--- src/rtl/crb_pkg.sv ---
package crb_pkg;

    typedef enum logic [1:0] {
        CS_IDLE  = 2'd0,
        CS_READY = 2'd1,
        CS_EXEC  = 2'd2
    } ctrl_state_e;

    typedef enum logic [1:0] {
        LS_FREE  = 2'd0,
        LS_PEND  = 2'd1,
        LS_OWNED = 2'd2
    } loc_state_e;

    // byte offsets of the register map
    localparam int OFS_LOC_STATE = 'h00;
    localparam int OFS_LOC_CTRL  = 'h08;
    localparam int OFS_LOC_STS   = 'h0C;
    localparam int OFS_IFACE_ID  = 'h30;
    localparam int OFS_CTRL_EXT  = 'h38;
    localparam int OFS_REQ       = 'h40;
    localparam int OFS_STS       = 'h44;
    localparam int OFS_CANCEL    = 'h48;
    localparam int OFS_START     = 'h4C;
    localparam int OFS_IEN       = 'h50;
    localparam int OFS_ISTS      = 'h54;
    localparam int OFS_CMD_SIZE  = 'h58;
    localparam int OFS_CMD_LO    = 'h5C;
    localparam int OFS_CMD_HI    = 'h60;
    localparam int OFS_RSP_SIZE  = 'h64;
    localparam int OFS_RSP_LO    = 'h68;
    localparam int OFS_RSP_HI    = 'h6C;
    localparam int OFS_DATA      = 'h80;

    localparam int HDR_BYTES = 10;

    // canned response header: tag 0x8001, big-endian length, zero code
    function automatic logic [7:0] hdr_byte(input int idx);
        logic [7:0] v;
        case (idx)
            0:       v = 8'h80;
            1:       v = 8'h01;
            5:       v = 8'(HDR_BYTES);
            default: v = 8'h00;
        endcase
        return v;
    endfunction

endpackage

--- src/rtl/crb_locality.sv ---
module crb_locality
    import crb_pkg::*;
#(
    parameter int GRANT_DLY = 4
) (
    input  logic clk,
    input  logic rst_n,
    input  logic req_i,
    input  logic rel_i,
    output logic owned_o,
    output logic valid_o,
    output logic estab_o
);
    localparam int CW = $clog2(GRANT_DLY + 1);

    loc_state_e    state_q, state_d;
    logic [CW-1:0] cnt_q, cnt_d;
    logic          est_q, est_d;

    always_ff @(posedge clk or negedge rst_n) begin
        if (!rst_n) begin
            state_q <= LS_FREE;
            cnt_q   <= '0;
            est_q   <= 1'b0;
        end else begin
            state_q <= state_d;
            cnt_q   <= cnt_d;
            est_q   <= est_d;
        end
    end

    always_comb begin
        state_d = state_q;
        cnt_d   = cnt_q;
        unique case (state_q)
            LS_FREE: begin
                if (req_i && !rel_i) begin
                    state_d = LS_PEND;
                    cnt_d   = '0;
                end
            end
            LS_PEND: begin
                if (rel_i)
                    state_d = LS_FREE;
                else if (cnt_q == CW'(GRANT_DLY - 1))
                    state_d = LS_OWNED;
                else
                    cnt_d = cnt_q + 1'b1;
            end
            LS_OWNED: begin
                if (rel_i)
                    state_d = LS_FREE;
            end
            default: state_d = LS_FREE;
        endcase
        est_d = est_q | (state_d == LS_OWNED);
    end

    always_comb begin
        owned_o = (state_q == LS_OWNED);
        valid_o = (state_q != LS_PEND);
        estab_o = est_q;
    end

    AST_GRANT_AFTER_PEND: assert property (@(posedge clk) disable iff (!rst_n)
        $rose(owned_o) |-> $past(state_q == LS_PEND));
    AST_RELINQUISH_FREES: assert property (@(posedge clk) disable iff (!rst_n)
        rel_i |=> !owned_o);

endmodule

--- src/rtl/crb_ctrl_fsm.sv ---
module crb_ctrl_fsm
    import crb_pkg::*;
#(
    parameter int LAT_W = 16
) (
    input  logic             clk,
    input  logic             rst_n,
    input  logic [1:0]       req_set_i,
    input  logic             start_i,
    input  logic             cancel_i,
    input  logic [LAT_W-1:0] lat_i,
    output ctrl_state_e      state_o,
    output logic [1:0]       req_o,
    output logic             err_o,
    output logic             done_o
);
    ctrl_state_e      state_q, state_d;
    logic [LAT_W-1:0] cnt_q, cnt_d;
    logic [1:0]       req_q, req_d;
    logic             err_q, err_d;
    logic             req_clr, start_rej, done;

    always_ff @(posedge clk or negedge rst_n) begin
        if (!rst_n) begin
            state_q <= CS_IDLE;
            cnt_q   <= '0;
            req_q   <= 2'b00;
            err_q   <= 1'b0;
        end else begin
            state_q <= state_d;
            cnt_q   <= cnt_d;
            req_q   <= req_d;
            err_q   <= err_d;
        end
    end

    always_comb begin
        state_d   = state_q;
        cnt_d     = cnt_q;
        req_clr   = 1'b0;
        start_rej = 1'b0;
        done      = 1'b0;
        unique case (state_q)
            CS_IDLE: begin
                req_clr   = |req_q;
                start_rej = start_i;
                if (req_q[0])
                    state_d = CS_READY;
            end
            CS_READY: begin
                req_clr = |req_q;
                if (req_q[1]) begin
                    state_d   = CS_IDLE;
                    start_rej = start_i;
                end else if (start_i) begin
                    state_d = CS_EXEC;
                    cnt_d   = lat_i;
                end
            end
            CS_EXEC: begin
                start_rej = start_i;
                if (cancel_i) begin
                    state_d = CS_READY;
                end else if (cnt_q == '0) begin
                    state_d = CS_READY;
                    done    = 1'b1;
                end else begin
                    cnt_d = cnt_q - 1'b1;
                end
            end
            default: state_d = CS_IDLE;
        endcase
        if (state_q == CS_READY && state_d == CS_IDLE)
            err_d = 1'b0;
        else if (start_rej)
            err_d = 1'b1;
        else
            err_d = err_q;
        req_d = (req_clr ? 2'b00 : req_q) | req_set_i;
    end

    always_comb begin
        state_o = state_q;
        req_o   = req_q;
        err_o   = err_q;
        done_o  = done;
    end

    AST_EXEC_FROM_READY: assert property (@(posedge clk) disable iff (!rst_n)
        (state_q == CS_EXEC && $past(state_q) != CS_EXEC)
            |-> ($past(state_q) == CS_READY && $past(start_i)));
    AST_CANCEL_ABORTS: assert property (@(posedge clk) disable iff (!rst_n)
        (state_q == CS_EXEC && cancel_i) |=> (state_q == CS_READY));
    AST_REQ_SELF_CLEAR: assert property (@(posedge clk) disable iff (!rst_n)
        (state_q != CS_EXEC && req_q != 2'b00 && req_set_i == 2'b00)
            |=> (req_q == 2'b00));
    AST_IDLE_CLEARS_ERR: assert property (@(posedge clk) disable iff (!rst_n)
        ($past(state_q) == CS_READY && state_q == CS_IDLE) |-> !err_q);

endmodule

--- src/rtl/crb_buffer.sv ---
module crb_buffer
    import crb_pkg::*;
#(
    parameter int BUF_BYTES = 32,
    localparam int WORDS = BUF_BYTES / 4,
    localparam int WIX_W = (WORDS > 1) ? $clog2(WORDS) : 1
) (
    input  logic             clk,
    input  logic             rst_n,
    input  logic             wr_i,
    input  logic [WIX_W-1:0] widx_i,
    input  logic [31:0]      wdata_i,
    input  logic             hdr_i,
    input  logic [WIX_W-1:0] ridx_i,
    output logic [31:0]      rdata_o
);
    logic [8*BUF_BYTES-1:0] mem_q;
    logic [31:0]            word_arr [WORDS];

    always_ff @(posedge clk or negedge rst_n) begin
        if (!rst_n) begin
            mem_q <= '0;
        end else begin
            for (int b = 0; b < BUF_BYTES; b++) begin
                if (hdr_i && b < HDR_BYTES)
                    mem_q[8*b +: 8] <= hdr_byte(b);
                else if (wr_i && widx_i == WIX_W'(b / 4))
                    mem_q[8*b +: 8] <= wdata_i[8*(b % 4) +: 8];
            end
        end
    end

    for (genvar g = 0; g < WORDS; g++) begin : g_word
        assign word_arr[g] = mem_q[32*g +: 32];
    end

    assign rdata_o = word_arr[ridx_i];

    AST_HDR_EXCLUSIVE: assert property (@(posedge clk) disable iff (!rst_n)
        hdr_i |-> !wr_i);

endmodule

--- src/rtl/crb_regslave.sv ---
module crb_regslave
    import crb_pkg::*;
#(
    parameter int          ADDR_W    = 8,
    parameter int          BUF_BYTES = 32,
    parameter int          GRANT_DLY = 4,
    parameter int          LAT_W     = 16,
    parameter logic [63:0] BUF_BASE  = 64'h0000_0001_FED4_0000
) (
    input  logic              clk,
    input  logic              rst_n,
    input  logic              bus_wr,
    input  logic [ADDR_W-1:0] bus_addr,
    input  logic [31:0]       bus_wdata,
    output logic [31:0]       bus_rdata,
    input  logic [LAT_W-1:0]  exec_cycles
);
    localparam int          WORDS    = BUF_BYTES / 4;
    localparam int          WIX_W    = (WORDS > 1) ? $clog2(WORDS) : 1;
    localparam logic [63:0] WIN_ADDR = BUF_BASE + 64'h80;

    logic [ADDR_W-1:0] waddr, woff;
    logic              in_win, wr_owned;
    logic              loc_owned, loc_valid, loc_estab;
    ctrl_state_e       ctrl_state;
    logic [1:0]        req_bits, req_set;
    logic              err_flag, exec_done, start_wr;
    logic              cancel_q, ien_q, buf_wr;
    logic [WIX_W-1:0]  widx;
    logic [31:0]       buf_rd;

    assign waddr    = bus_addr & ~ADDR_W'(3);
    assign in_win   = ({1'b0, waddr} >= (ADDR_W+1)'(OFS_DATA))
                   && ({1'b0, waddr} <  (ADDR_W+1)'(OFS_DATA + BUF_BYTES));
    assign woff     = waddr - ADDR_W'(OFS_DATA);
    assign widx     = WIX_W'(woff >> 2);
    assign wr_owned = bus_wr && loc_owned;

    assign req_set  = (wr_owned && waddr == ADDR_W'(OFS_REQ)) ? bus_wdata[1:0] : 2'b00;
    assign start_wr = wr_owned && waddr == ADDR_W'(OFS_START) && bus_wdata[0];
    assign buf_wr   = wr_owned && in_win && (ctrl_state != CS_EXEC);

    crb_locality #(.GRANT_DLY(GRANT_DLY)) u_loc (
        .clk     (clk),
        .rst_n   (rst_n),
        .req_i   (bus_wr && waddr == ADDR_W'(OFS_LOC_CTRL) && bus_wdata[0]),
        .rel_i   (bus_wr && waddr == ADDR_W'(OFS_LOC_CTRL) && bus_wdata[1]),
        .owned_o (loc_owned),
        .valid_o (loc_valid),
        .estab_o (loc_estab)
    );

    crb_ctrl_fsm #(.LAT_W(LAT_W)) u_ctrl (
        .clk       (clk),
        .rst_n     (rst_n),
        .req_set_i (req_set),
        .start_i   (start_wr),
        .cancel_i  (cancel_q),
        .lat_i     (exec_cycles),
        .state_o   (ctrl_state),
        .req_o     (req_bits),
        .err_o     (err_flag),
        .done_o    (exec_done)
    );

    crb_buffer #(.BUF_BYTES(BUF_BYTES)) u_buf (
        .clk     (clk),
        .rst_n   (rst_n),
        .wr_i    (buf_wr),
        .widx_i  (widx),
        .wdata_i (bus_wdata),
        .hdr_i   (exec_done),
        .ridx_i  (widx),
        .rdata_o (buf_rd)
    );

    always_ff @(posedge clk or negedge rst_n) begin
        if (!rst_n) begin
            cancel_q <= 1'b0;
            ien_q    <= 1'b0;
        end else begin
            if (wr_owned && waddr == ADDR_W'(OFS_CANCEL))
                cancel_q <= bus_wdata[0];
            if (bus_wr && waddr == ADDR_W'(OFS_IEN))
                ien_q <= bus_wdata[31];
        end
    end

    always_comb begin
        bus_rdata = 32'h0;
        if (in_win) begin
            bus_rdata = buf_rd;
        end else begin
            case (waddr)
                ADDR_W'(OFS_LOC_STATE): bus_rdata = {24'h0, loc_valid, 5'h0, loc_owned, loc_estab};
                ADDR_W'(OFS_LOC_STS):   bus_rdata = {31'h0, loc_owned};
                ADDR_W'(OFS_IFACE_ID):  bus_rdata = 32'h1;
                ADDR_W'(OFS_CTRL_EXT):  bus_rdata = 32'h0;
                ADDR_W'(OFS_REQ):       bus_rdata = {30'h0, req_bits};
                ADDR_W'(OFS_STS):       bus_rdata = {30'h0, ctrl_state == CS_IDLE, err_flag};
                ADDR_W'(OFS_CANCEL):    bus_rdata = {31'h0, cancel_q};
                ADDR_W'(OFS_START):     bus_rdata = {31'h0, ctrl_state == CS_EXEC};
                ADDR_W'(OFS_IEN):       bus_rdata = {ien_q, 31'h0};
                ADDR_W'(OFS_ISTS):      bus_rdata = 32'h0;
                ADDR_W'(OFS_CMD_SIZE):  bus_rdata = 32'(BUF_BYTES);
                ADDR_W'(OFS_RSP_SIZE):  bus_rdata = 32'(BUF_BYTES);
                ADDR_W'(OFS_CMD_LO):    bus_rdata = WIN_ADDR[31:0];
                ADDR_W'(OFS_RSP_LO):    bus_rdata = WIN_ADDR[31:0];
                ADDR_W'(OFS_CMD_HI):    bus_rdata = WIN_ADDR[63:32];
                ADDR_W'(OFS_RSP_HI):    bus_rdata = WIN_ADDR[63:32];
                default:                bus_rdata = 32'h0;
            endcase
        end
    end

    AST_START_NEEDS_OWNER: assert property (@(posedge clk) disable iff (!rst_n)
        (ctrl_state == CS_EXEC && $past(ctrl_state) != CS_EXEC) |-> $past(loc_owned));

endmodule

--- config.mk ---
export PLATFORM = sky130hd
export DESIGN_NAME = crb_regslave
export DESIGN_NICKNAME = d
export VERILOG_FILES = /design/src/rtl/crb_pkg.sv /design/src/rtl/crb_locality.sv /design/src/rtl/crb_ctrl_fsm.sv /design/src/rtl/crb_buffer.sv /design/src/rtl/crb_regslave.sv
export SDC_FILE = /design/constraint.sdc
export NUM_CORES = 1
export LEC_CHECK = 0
export BUFFER_PORTS_ARGS = -buffer_cell sky130_fd_sc_hd__buf_4
export CAP_MARGIN = 25
export CORE_MARGIN = 8
export CORE_UTILIZATION = 30
export DETAILED_ROUTE_END_ITERATION = 8
export HOLD_SLACK_MARGIN = 0.15
export PLACE_DENSITY_LB_ADDON = 0.05
export SYNTH_ARGS = -nofsm -noshare
export SYNTH_HDL_FRONTEND = slang
export SYNTH_SLANG_ARGS = --single-unit
--- constraint.sdc ---
create_clock -name clk -period 6.3 [get_ports clk]
set_input_delay 0.63 -clock clk [delete_from_list [all_inputs] [get_ports clk]]
set_output_delay 0.63 -clock clk [all_outputs]
set_load 0.005 [all_outputs]
==> reports/results.ini <==
[power]
p_per_area_nw_per_um2=303
seqPwrFrac_pct=45.5
p_comb_share_pct=13.4
switching_power_mw=1.24
vdd_drop_max_uv=144
leakage_nw=7.31
internal-power_mw=3.63
p_sw_share_pct=25.4
power_frac_clock_pct=41.1

[placement]
io_buffer_count=88
dpl_cell_area_sq_um=14900
gp_congestion=0.714
dp_cells=1839
dp_hpwl_um=23200

[synthesis]
ys_ff_latch=285
ys.flop_type=dfrtp_1
synth_fa_ha_area_share_pct=0.273
synth_xor_area_share_pct=0.0638
yosysTopAreaCellShare_pct=51.9
postSynth.asyncResetShare_pct=100
synth_top_area_cell=dfrtp_1
muxShareOfSynthArea_pct=23.9
syn-instance-count=1215
synth-seq-area-share_pct=51.9
ys_types=63
synth_top_family_by_area=multiplexers
syn-num-nets=1277
synth_simple_gate_area_share_pct=14.1
syn_area_per_cell_sq_um=11.3
synthTopCellsByArea=dfrtp_1 52%, mux2_2 11%, mux4_2 10%
syn-cell-area_sq_um=13700
yosys_warnings=0
synth-compound-area-share_pct=6.21
synth_edf_count=0

[route]
drc_errors=0
viasPerCell=4.94
routedWlPerCell_um=21.3
drt_first_pass_iters=5
ant_nets=0
vias=9369
routed_wl_um=40400
drtIter0Drc=572

[setup_path]
worst_setup_path_end_kind=primary output
critical_path_required_ns=5.67
cp.arrival_ns=3.12
path_common_cell=buf_4
crit_family=buffers and inverters
cpPeakStageDelay_ns=0.63
cp_cell_sequence=buf_4 > buf_4 > mux4_2 > mux2i_1 > nor2_1 > or4_1 > buf_4
critical_path.slowest_cell=buf_4
cp_max_fo=51
crit_type=primary input to primary output
cp-start-kind=primary input
crit_buf_inv=3

[final_layout]
n_fill_cell=4552
final_cell_mix=325 x nand2_1, 285 x dfrtp_1, 130 x mux2_2, 106 x buf_4, 94 x a21oi_1
instances_no_fill=1896
fin_util_pct=35.5
final_common_cell=nand2_1
fin_nets=1340
antenna_cells=0
drive_gt1_share_pct=29.2
syn_to_final_growth_pct=17.1
fin_area_sq_um=16100

[die]
ios=91
start_util_pct=30.3
die_h_um=230
dieArea_sq_um=52900
fp.coreArea_sq_um=45300
std_cell_rows=78
die_w_um=230

[global_routing]
antenna_found_initial=0
gr-total-overflow=0
grt_pass1_vias=9928
grt_start_max_net_pins=109
grt_pass1_wl_um=63500
track_usage_pct=15.4

[timing]
maxSlewViolCount=0
finalCriticalPeriod_ns=3.75
skew_ns=0.0121
fin_crit_sh_pct=59.5
slew_headroom_pct=33.7
finalSetupViolations=0
worst_pin_slew_ns=0.994
fmax_mhz=267
hold_viol=0
grt_setup_unrepaired=false
final.setup.tns_ns=0

[clocking]
cts_tree=done
clkTransAtPathRegs_ns=0.05
post_cts_resized=0
htree_levels=2
clock_sinks=285
postCtsSetupRepairBufs=0
worstSkewPairLatency_ns=0.53
hold_buffers=0
root_buffer=clkbuf_16
clock_path_buffers=3
numCtsBuffers=36

[run_status]
outcome=completed

[min_path]
worstHoldPathType=primary input to async pin

[flow_run]
drv_cap=0

==> synthesized netlist by cell type, drive strengths merged (4+ instances only) <==
library cell,n
a31oi,4
mux2,130
dfrtp,285
nor3b,4
mux2i,37
nand4,4
nor3,14
nor4,7
clkbuf,37
a21oi,94
nor2b,7
nor2,41
or4,6
nand2,326
nand2b,10
nand3,11
inv,7
o21ai,29
buf,49
mux4,64
==> area by class of cell <==
class                      count  area (sq um)  area share (%)
sequential                   285          7130            44.3
clock inverter                 4          47.5           0.296
clock buffer                  52          1080            6.73
multi-input combinational    836          6150            38.3
inverter                       8          35.0           0.218
timing repair buffer         111           882            5.48
tap                          600           751            4.67
==> per-stage QoR <==
step                      worst slack [ns]  total power, mW  hold WS, ns
after floorplan                       3.60             2.67        0.334
after global placement                2.35             2.91        0.446
after detailed placement              2.35             2.92        0.452
after CTS                             2.34             4.97        0.169
after global routing                  2.31             5.13        0.180
final                                 2.55             4.87        0.109
==> worst paths after layout <==
kind                                               from                           end  slack, ns  cells past startpoint
max                                         bus_addr[3]                  bus_rdata[0]       2.55                      7
max in group asynchronous                         rst_n  u_buf.mem_q[194]$_DFFE_PN0P_       4.76                      2
min reg2reg                u_buf.mem_q[107]$_DFFE_PN0P_  u_buf.mem_q[107]$_DFFE_PN0P_       0.46                      2
min in group clk                          bus_wdata[28]   u_buf.mem_q[92]$_DFFE_PN0P_       0.36                      3
max reg2reg                  u_loc.state_q[0]$_DFF_PN0_  u_buf.mem_q[196]$_DFFE_PN0P_       3.24                      6
min                                               rst_n   u_ctrl.cnt_q[8]$_DFFE_PN0P_       0.11                      1
==> worst register-to-register path, stage by stage, from the launching register on <==
cell	delay, ns
dfrtp_1	0.42
nand3b_1	0.33
nor3_2	0.30
nand2_1	0.27
nor2_4	0.83
buf_4	0.41
mux2_2	0.38
==> cells by family after synthesis <==
logic type / count (synthesis)
adder cells (fa/ha/maj): 3
buffers and inverters: 94
XOR/XNOR: 1
AND/OR/NAND/NOR: 449
AO/OA/AOI/OAI: 152
flip-flops: 285
multiplexers: 231
==> sequential cells by signal, summed over array words and instances, names as in the netlist <==
name            flops
u_ctrl.err_o        1
cancel_q            1
u_buf.mem_q       256
u_loc.cnt_q         3
u_loc.state_q       2
u_ctrl.state_o      2
ien_q               1
u_loc.estab_o       1
u_ctrl.cnt_q       16
u_ctrl.req_o        2
==> layer usage <==
layer	up-vias	track usage, %	part of all wire [%]
li1	4382	-	-
met1	4800	20.6	45
met2	134	25.7	50
met3	53	2.55	3.5
met4	0	4.22	1.9
met5	-	0	0
==> power groups by stage <==
stage | clock (mW) | sequential (mW) | combinational [mW]
5_1_grt | 2.14 | 2.25 | 0.738
3_3_place_gp | 0 | 2.24 | 0.664
2_1_floorplan | 0 | 2.19 | 0.476
6_report | 2.00 | 2.21 | 0.655
4_1_cts | 2.08 | 2.21 | 0.673
3_5_place_dp | 0 | 2.25 | 0.672
Power figures use the tool's default switching activity.
